==> src/rtl/rlic_pkg.sv <==
package rlic_pkg;
  localparam int unsigned SRC_N  = 32;
  localparam int unsigned PAR_N  = 4;
  localparam int unsigned CORE_N = 4;
  localparam int unsigned ADDR_W = 8;
  localparam int unsigned DATA_W = 32;

  // word indices (byte offset >> 2)
  localparam logic [5:0] W_ENSTAT = 6'd9;   // 0x24
  localparam logic [5:0] W_EN     = 6'd10;  // 0x28
  localparam logic [5:0] W_DIS    = 6'd11;  // 0x2C
  localparam logic [5:0] W_POL    = 6'd12;  // 0x30
  localparam logic [5:0] W_EDGE   = 6'd13;  // 0x34
  localparam logic [5:0] W_STAT   = 6'd16;  // 0x40
  localparam logic [5:0] W_CORE0  = 6'd17;  // 0x44
endpackage

==> src/rtl/rlic_regs.sv <==
module rlic_regs
  import rlic_pkg::*;
#(
  parameter int unsigned NSRC  = SRC_N,
  parameter int unsigned NCORE = CORE_N,
  parameter int unsigned DW    = DATA_W,
  parameter int unsigned IW    = ADDR_W - 2
) (
  input  logic                        clk,
  input  logic                        rst_n,
  input  logic                        wr_en_i,
  input  logic [IW-1:0]               idx_i,
  input  logic [DW-1:0]               wmask_i,
  input  logic [DW-1:0]               wval_i,
  input  logic [NSRC-1:0]             status_i,
  input  logic [NCORE-1:0][NSRC-1:0]  core_view_i,
  output logic [NSRC-1:0][7:0]        route_o,
  output logic [NSRC-1:0]             en_o,
  output logic [NSRC-1:0]             pol_o,
  output logic [NSRC-1:0]             edge_o,
  output logic [NSRC-1:0]             clr_o,
  output logic [DW-1:0]               rd_word_o
);
  localparam int unsigned NRW = NSRC / 4;
  localparam int unsigned RWW = $clog2(NRW);
  localparam int unsigned CW  = $clog2(NCORE);

  logic [NSRC-1:0] wbits;
  logic [NSRC-1:0] pmask;
  logic [IW-1:0]   cidx;

  assign wbits = wval_i[NSRC-1:0] & wmask_i[NSRC-1:0];
  assign pmask = wmask_i[NSRC-1:0];
  assign cidx  = idx_i - W_CORE0;
  assign clr_o = (wr_en_i && idx_i == W_DIS) ? wbits : '0;

  for (genvar s = 0; s < NSRC; s++) begin : g_route
    always_ff @(posedge clk or negedge rst_n) begin
      if (!rst_n)
        route_o[s] <= '0;
      else if (wr_en_i && idx_i == IW'(s / 4) && wmask_i[(s % 4) * 8])
        route_o[s] <= wval_i[(s % 4) * 8 +: 8];
    end
  end

  always_ff @(posedge clk or negedge rst_n) begin
    if (!rst_n) begin
      en_o   <= '0;
      pol_o  <= '0;
      edge_o <= '0;
    end else if (wr_en_i) begin
      case (idx_i)
        W_EN:    en_o   <= en_o | wbits;
        W_DIS:   en_o   <= en_o & ~wbits;
        W_POL:   pol_o  <= (pol_o & ~pmask) | wbits;
        W_EDGE:  edge_o <= (edge_o & ~pmask) | wbits;
        default: ;
      endcase
    end
  end

  always_comb begin
    rd_word_o = '0;
    if (idx_i < IW'(NRW)) begin
      rd_word_o = route_o[{idx_i[RWW-1:0], 2'b00} +: 4];
    end else begin
      case (idx_i)
        W_ENSTAT: rd_word_o = DW'(en_o);
        W_POL:    rd_word_o = DW'(pol_o);
        W_EDGE:   rd_word_o = DW'(edge_o);
        W_STAT:   rd_word_o = DW'(status_i);
        default:
          if (idx_i >= W_CORE0 && cidx < IW'(NCORE))
            rd_word_o = DW'(core_view_i[cidx[CW-1:0]]);
      endcase
    end
  end


  en_set_chk: assert property (@(posedge clk) disable iff (!rst_n)
    (wr_en_i && idx_i == W_EN) |=> ((en_o & $past(wbits)) == $past(wbits)));


  en_clear_chk: assert property (@(posedge clk) disable iff (!rst_n)
    (wr_en_i && idx_i == W_DIS) |=> ((en_o & $past(wbits)) == '0));
endmodule

==> src/rtl/rlic_detect.sv <==
module rlic_detect
  import rlic_pkg::*;
#(
  parameter int unsigned NSRC = SRC_N
) (
  input  logic            clk,
  input  logic            rst_n,
  input  logic [NSRC-1:0] src_i,
  input  logic [NSRC-1:0] pol_i,
  input  logic [NSRC-1:0] edge_i,
  input  logic [NSRC-1:0] clr_i,
  output logic [NSRC-1:0] pend_o
);
  logic [NSRC-1:0] sync1, sync2, prev, latch_q;
  logic [NSRC-1:0] lvl_act, evt;

  always_ff @(posedge clk or negedge rst_n) begin
    if (!rst_n) begin
      sync1   <= '0;
      sync2   <= '0;
      prev    <= '0;
      latch_q <= '0;
    end else begin
      sync1   <= src_i;
      sync2   <= sync1;
      prev    <= sync2;
      latch_q <= edge_i & ~clr_i & (latch_q | evt);
    end
  end

  assign lvl_act = ~(sync2 ^ pol_i);
  assign evt     = edge_i & ((pol_i & sync2 & ~prev) | (~pol_i & ~sync2 & prev));
  assign pend_o  = (edge_i & latch_q) | (~edge_i & lvl_act);


  latch_clear_chk: assert property (@(posedge clk) disable iff (!rst_n)
    (|clr_i) |=> ((latch_q & $past(clr_i)) == '0));
endmodule

==> src/rtl/rlic_route.sv <==
module rlic_route
  import rlic_pkg::*;
#(
  parameter int unsigned NSRC  = SRC_N,
  parameter int unsigned NPAR  = PAR_N,
  parameter int unsigned NCORE = CORE_N
) (
  input  logic [NSRC-1:0]             status_i,
  input  logic [NSRC-1:0][7:0]        route_i,
  output logic [NPAR-1:0]             parent_o,
  output logic [NCORE-1:0][NSRC-1:0]  core_view_o
);
  for (genvar k = 0; k < NPAR; k++) begin : g_par
    logic [NSRC-1:0] col;
    for (genvar s = 0; s < NSRC; s++) begin : g_s
      assign col[s] = route_i[s][4 + k];
    end
    assign parent_o[k] = |(status_i & col);
  end

  for (genvar c = 0; c < NCORE; c++) begin : g_core
    logic [NSRC-1:0] col;
    for (genvar s = 0; s < NSRC; s++) begin : g_s
      assign col[s] = route_i[s][c];
    end
    assign core_view_o[c] = status_i & col;
  end
endmodule

==> src/rtl/rlic_top.sv <==
module rlic_top
  import rlic_pkg::*;
#(
  parameter int unsigned NSRC  = SRC_N,
  parameter int unsigned NPAR  = PAR_N,
  parameter int unsigned NCORE = CORE_N,
  parameter int unsigned AW    = ADDR_W,
  parameter int unsigned DW    = DATA_W
) (
  input  logic            clk,
  input  logic            rst_n,
  input  logic [NSRC-1:0] src_i,
  input  logic            req_valid_i,
  output logic            req_ready_o,
  input  logic            req_write_i,
  input  logic            req_word_i,
  input  logic [AW-1:0]   req_addr_i,
  input  logic [DW-1:0]   req_wdata_i,
  output logic            rsp_valid_o,
  input  logic            rsp_ready_i,
  output logic [DW-1:0]   rsp_rdata_o,
  output logic [NPAR-1:0] parent_irq_o
);
  localparam int unsigned IW = AW - 2;

  logic                       fire;
  logic [1:0]                 lane;
  logic [4:0]                 lsh;
  logic [DW-1:0]              wmask, wval, rd_word, rd_sel;
  logic [NSRC-1:0][7:0]       route;
  logic [NSRC-1:0]            en, pol, edge_m, clr, pend, status;
  logic [NCORE-1:0][NSRC-1:0] core_view;

  assign req_ready_o = ~rsp_valid_o | rsp_ready_i;
  assign fire        = req_valid_i & req_ready_o;
  assign lane        = req_addr_i[1:0];
  assign lsh         = {lane, 3'b000};
  assign wmask       = req_word_i ? '1 : (DW'(8'hFF) << lsh);
  assign wval        = req_word_i ? req_wdata_i : {(DW / 8){req_wdata_i[7:0]}};
  assign rd_sel      = req_word_i ? rd_word : ((rd_word >> lsh) & DW'(8'hFF));
  assign status      = pend & en;

  rlic_regs #(.NSRC(NSRC), .NCORE(NCORE), .DW(DW), .IW(IW)) u_regs (
    .clk         (clk),
    .rst_n       (rst_n),
    .wr_en_i     (fire & req_write_i),
    .idx_i       (req_addr_i[AW-1:2]),
    .wmask_i     (wmask),
    .wval_i      (wval),
    .status_i    (status),
    .core_view_i (core_view),
    .route_o     (route),
    .en_o        (en),
    .pol_o       (pol),
    .edge_o      (edge_m),
    .clr_o       (clr),
    .rd_word_o   (rd_word)
  );

  rlic_detect #(.NSRC(NSRC)) u_detect (
    .clk    (clk),
    .rst_n  (rst_n),
    .src_i  (src_i),
    .pol_i  (pol),
    .edge_i (edge_m),
    .clr_i  (clr),
    .pend_o (pend)
  );

  rlic_route #(.NSRC(NSRC), .NPAR(NPAR), .NCORE(NCORE)) u_route (
    .status_i    (status),
    .route_i     (route),
    .parent_o    (parent_irq_o),
    .core_view_o (core_view)
  );

  always_ff @(posedge clk or negedge rst_n) begin
    if (!rst_n) begin
      rsp_valid_o <= 1'b0;
      rsp_rdata_o <= '0;
    end else if (fire && !req_write_i) begin
      rsp_valid_o <= 1'b1;
      rsp_rdata_o <= rd_sel;
    end else if (rsp_ready_i) begin
      rsp_valid_o <= 1'b0;
    end
  end


  rsp_hold_chk: assert property (@(posedge clk) disable iff (!rst_n)
    (rsp_valid_o && !rsp_ready_i) |=> (rsp_valid_o && $stable(rsp_rdata_o)));


  masked_quiet_chk: assert property (@(posedge clk) disable iff (!rst_n)
    (en == '0) |-> (parent_irq_o == '0));
endmodule

==> config.mk <==
export PLATFORM = sky130hd
export DESIGN_NAME = rlic_top
export DESIGN_NICKNAME = d
export VERILOG_FILES = /design/src/rtl/rlic_pkg.sv /design/src/rtl/rlic_regs.sv /design/src/rtl/rlic_detect.sv /design/src/rtl/rlic_route.sv /design/src/rtl/rlic_top.sv
export SDC_FILE = /design/constraint.sdc
export NUM_CORES = 1
export LEC_CHECK = 0
export BUFFER_PORTS_ARGS = -buffer_cell sky130_fd_sc_hd__buf_2
export CAP_MARGIN = 30
export CORE_MARGIN = 1
export CORE_UTILIZATION = 45
export CTS_BUF_LIST = sky130_fd_sc_hd__clkbuf_8
export CTS_CLUSTER_SIZE = 14
export DETAILED_ROUTE_END_ITERATION = 12
export GPL_TIMING_DRIVEN = 0
export PLACE_DENSITY_LB_ADDON = 0.08
export RECOVER_POWER = 100
export SETUP_SLACK_MARGIN = 0.05
export SLEW_MARGIN = 20
export SYNTH_ARGS = -nofsm -noshare
export SYNTH_HDL_FRONTEND = slang
export SYNTH_SLANG_ARGS = --single-unit
==> constraint.sdc <==
create_clock -name clk -period 3.41 [get_ports clk]
set_input_delay 1.023 -clock clk [delete_from_list [all_inputs] [get_ports clk]]
set_output_delay 1.023 -clock clk [all_outputs]
set_load 0.1 [all_outputs]
==> out/qor.yml <==
setup_path:
  cp-start-kind: "input pin"
  r2r_setup_slack_ps: 550
  cp_max_fo: 10
  cp.arrival_ps: 4640
  worstPathRequired_ps: 3940
  crit_path_end_kind: "flip-flop"
  path_class: "input pin to flip-flop"
clock_tree:
  holdBufCountCts: 0
  cts.sinks: 513
  root_buffer: "clkbuf_8"
  clk_pin_slew_ps: 60
  clkLatencyLatePin_ps: 700
  cts_tree: "yes"
  clockBufferDepth: 3
  htreeDepth: 3
  numCtsBuffers: 89
sta:
  tns_ps: -79250
  fin_ws_ps: -708
  rsz0062_at_grt: "yes"
  fmax_ghz: 0.243
  drv_slew: 48
  hold_viol: 0
  relSlewSlack_pct: -102
  hold_ws_ps: 344
  finClkSkew_ps: 17.6
  tightest_slew_ps: 3030
  period_share_pct: 121
  fin_crit_ps: 4120
  setup_viol: 437
global_route:
  grt_usage_pct: 39.0
  grt_first_pass_wirelength_um: 155000
  grt_remaining_overflow: 0
  antenna_found_initial: 17
  grt_pass1_vias: 21300
  grt_max_degree: 90
die:
  fp.coreArea_sq_um: 55100
  num_rows: 86
  die_y_um: 238
  die_w_um: 238
  initial_utilization_pct: 45.6
  ios: 116
  die_area_sq_um: 56800
power_and_ir_drop:
  powerDensity_nw_per_um2: 502
  leakage_nw: 13.9
  power.total_mw: 15.1
  vdd_drop_max_uv: 582
synthesis:
  synth_edf_count: 0
  synth.distinct_cells: 75
  synth.cell_area_sq_um: 25100
  synth_common_cells: "dfrtp_1, a21oi_1, nand2_1"
  yosys-top-cells-area: "dfrtp_1, mux4_2, a21oi_1, mux2_2, ha_1"
  yosys_most_used_dff: "dfrtp_1"
  ys_seq_elements: 513
  synth_top_area_cell: "dfrtp_1"
  synth_nets: 2482
  yosys.cell_count.top_type: "dfrtp_1"
  seq_area_frac_synth_pct: 51.1
  synthArstFlopShare_pct: 100
  ys_warn_count: 0
  synth_cells: 2335
  yosysTopAreaCellShare_pct: 51.1
  syn_avg_cell_area_sq_um: 10.8
job:
  max_cap_viol_count: 1
route:
  ant_nets: 0
  drt_first_pass_iters: 8
  viasPerCell: 6.34
  drtIter0Drc: 2655
  drc: 0
  drt_wl_total_um: 110000
  wl_per_cell_um: 32.0
  dr_total_vias: 21900
run_status:
  status: "finished, violations left"
  violations: "max-capacitance violations, max-slew violations, negative setup slack"
cells_and_area:
  fin_cells: 3449
  fin_util_pct: 54.7
  finalInstanceArea_sq_um: 30200
  final_nets: 2770
  area_growth_pct: 20.1
  fillerInstances: 4964
  drive_gt1_share_pct: 27.0
place:
  gp_congestion: 1.03
  io_buffers: 114
  pre_cts_slack_ps: -1530
  placed_area_sq_um: 27100
  dp_cells: 3218
  hpwlAfterDp_um: 83000
min_path:
  hold_class: "flip-flop to flip-flop"
-- metal layers --
metal	global-route usage [%]	wire, um	vias up
met5	0.346	75	-
met4	22.3	7310	12
met3	11.7	12100	379
met2	57.3	47300	1411
met1	51.1	43600	11000
li1	-	-	9046
-- report_power, final --
group          total [mW]  switching [mW]  internal, mW
Combinational        2.41            1.56         0.847
Sequential           6.96           0.453          6.51
Clock                5.77            2.68          3.09
Total                15.1            4.69          10.4
-- worst paths after layout --
| check | from | cells after the start | endpoint |
|---|---|---|---|
| setup / recovery | req_addr_i[4] | 8 | u_regs.route_o[145] |
| hold / removal | u_detect.sync1[5] | 0 | u_detect.sync2[5] |
| setup reg to reg | rsp_valid_o | 8 | u_regs.route_o[145] |
| hold reg to reg | u_detect.sync1[5] | 0 | u_detect.sync2[5] |
| max in group asynchronous | rst_n | 4 | u_regs.route_o[177] |
| min in group asynchronous | rst_n | 1 | u_detect.sync1[31] |
-- worst max-delay path, stage by stage --
cell	delay (ps)
buf_2	190
clkbuf_2	330
clkbuf_1	890
clkbuf_2	560
nand3_1	580
nor2_1	620
buf_2	340
a21oi_1	100
-- layout by cell type (no fill, tap or decap), drive strengths merged, types with 8 or more instances in the layout --
cell / synthesis / final
nand4: 17 / 17
mux4: 68 / 68
nor4b: 10 / 10
nand2: 231 / 231
buf: 84 / 225
mux2i: 55 / 55
or2: 17 / 17
nor2: 224 / 224
a22oi: 114 / 114
inv: 69 / 104
a21oi: 276 / 276
diode: 0 / 8
clkinv: 0 / 11
a31oi: 48 / 48
and2: 26 / 26
ha: 69 / 69
and3: 16 / 16
a221oi: 13 / 13
nor2b: 13 / 13
dfrtp: 513 / 513
mux2: 110 / 110
clkbuf: 51 / 218
a22o: 26 / 26
o21ai: 158 / 158
nand3: 55 / 55
a21boi: 16 / 16
-- cells by family after synthesis --
kind of cell    share of synthesized area (%)
mux                                      13.2
simple gates                             12.0
compound gates                           16.3
flops                                    51.1
buf+inv                                  3.96
fa+ha+maj                                3.44
-- area by class of cell --
class                      count  area [sq um]  share of cell area, %
tap                          748           936                   3.10
antenna                        8          20.0                 0.0664
multi-input combinational   1618         12000                   39.8
timing repair buffer         208          1470                   4.88
sequential                   513         12800                   42.6
inverter                      69           264                  0.875
buffer                       124           831                   2.75
clock buffer                 111          1530                   5.07
clock inverter                50           282                  0.933
-- repair_timing --
action,CTS,global route
setup buffers,46,29
pin swaps,37,36
endpoints found under the setup margin,196,64
gates resized for setup,145,50
Power figures use the tool's default switching activity.
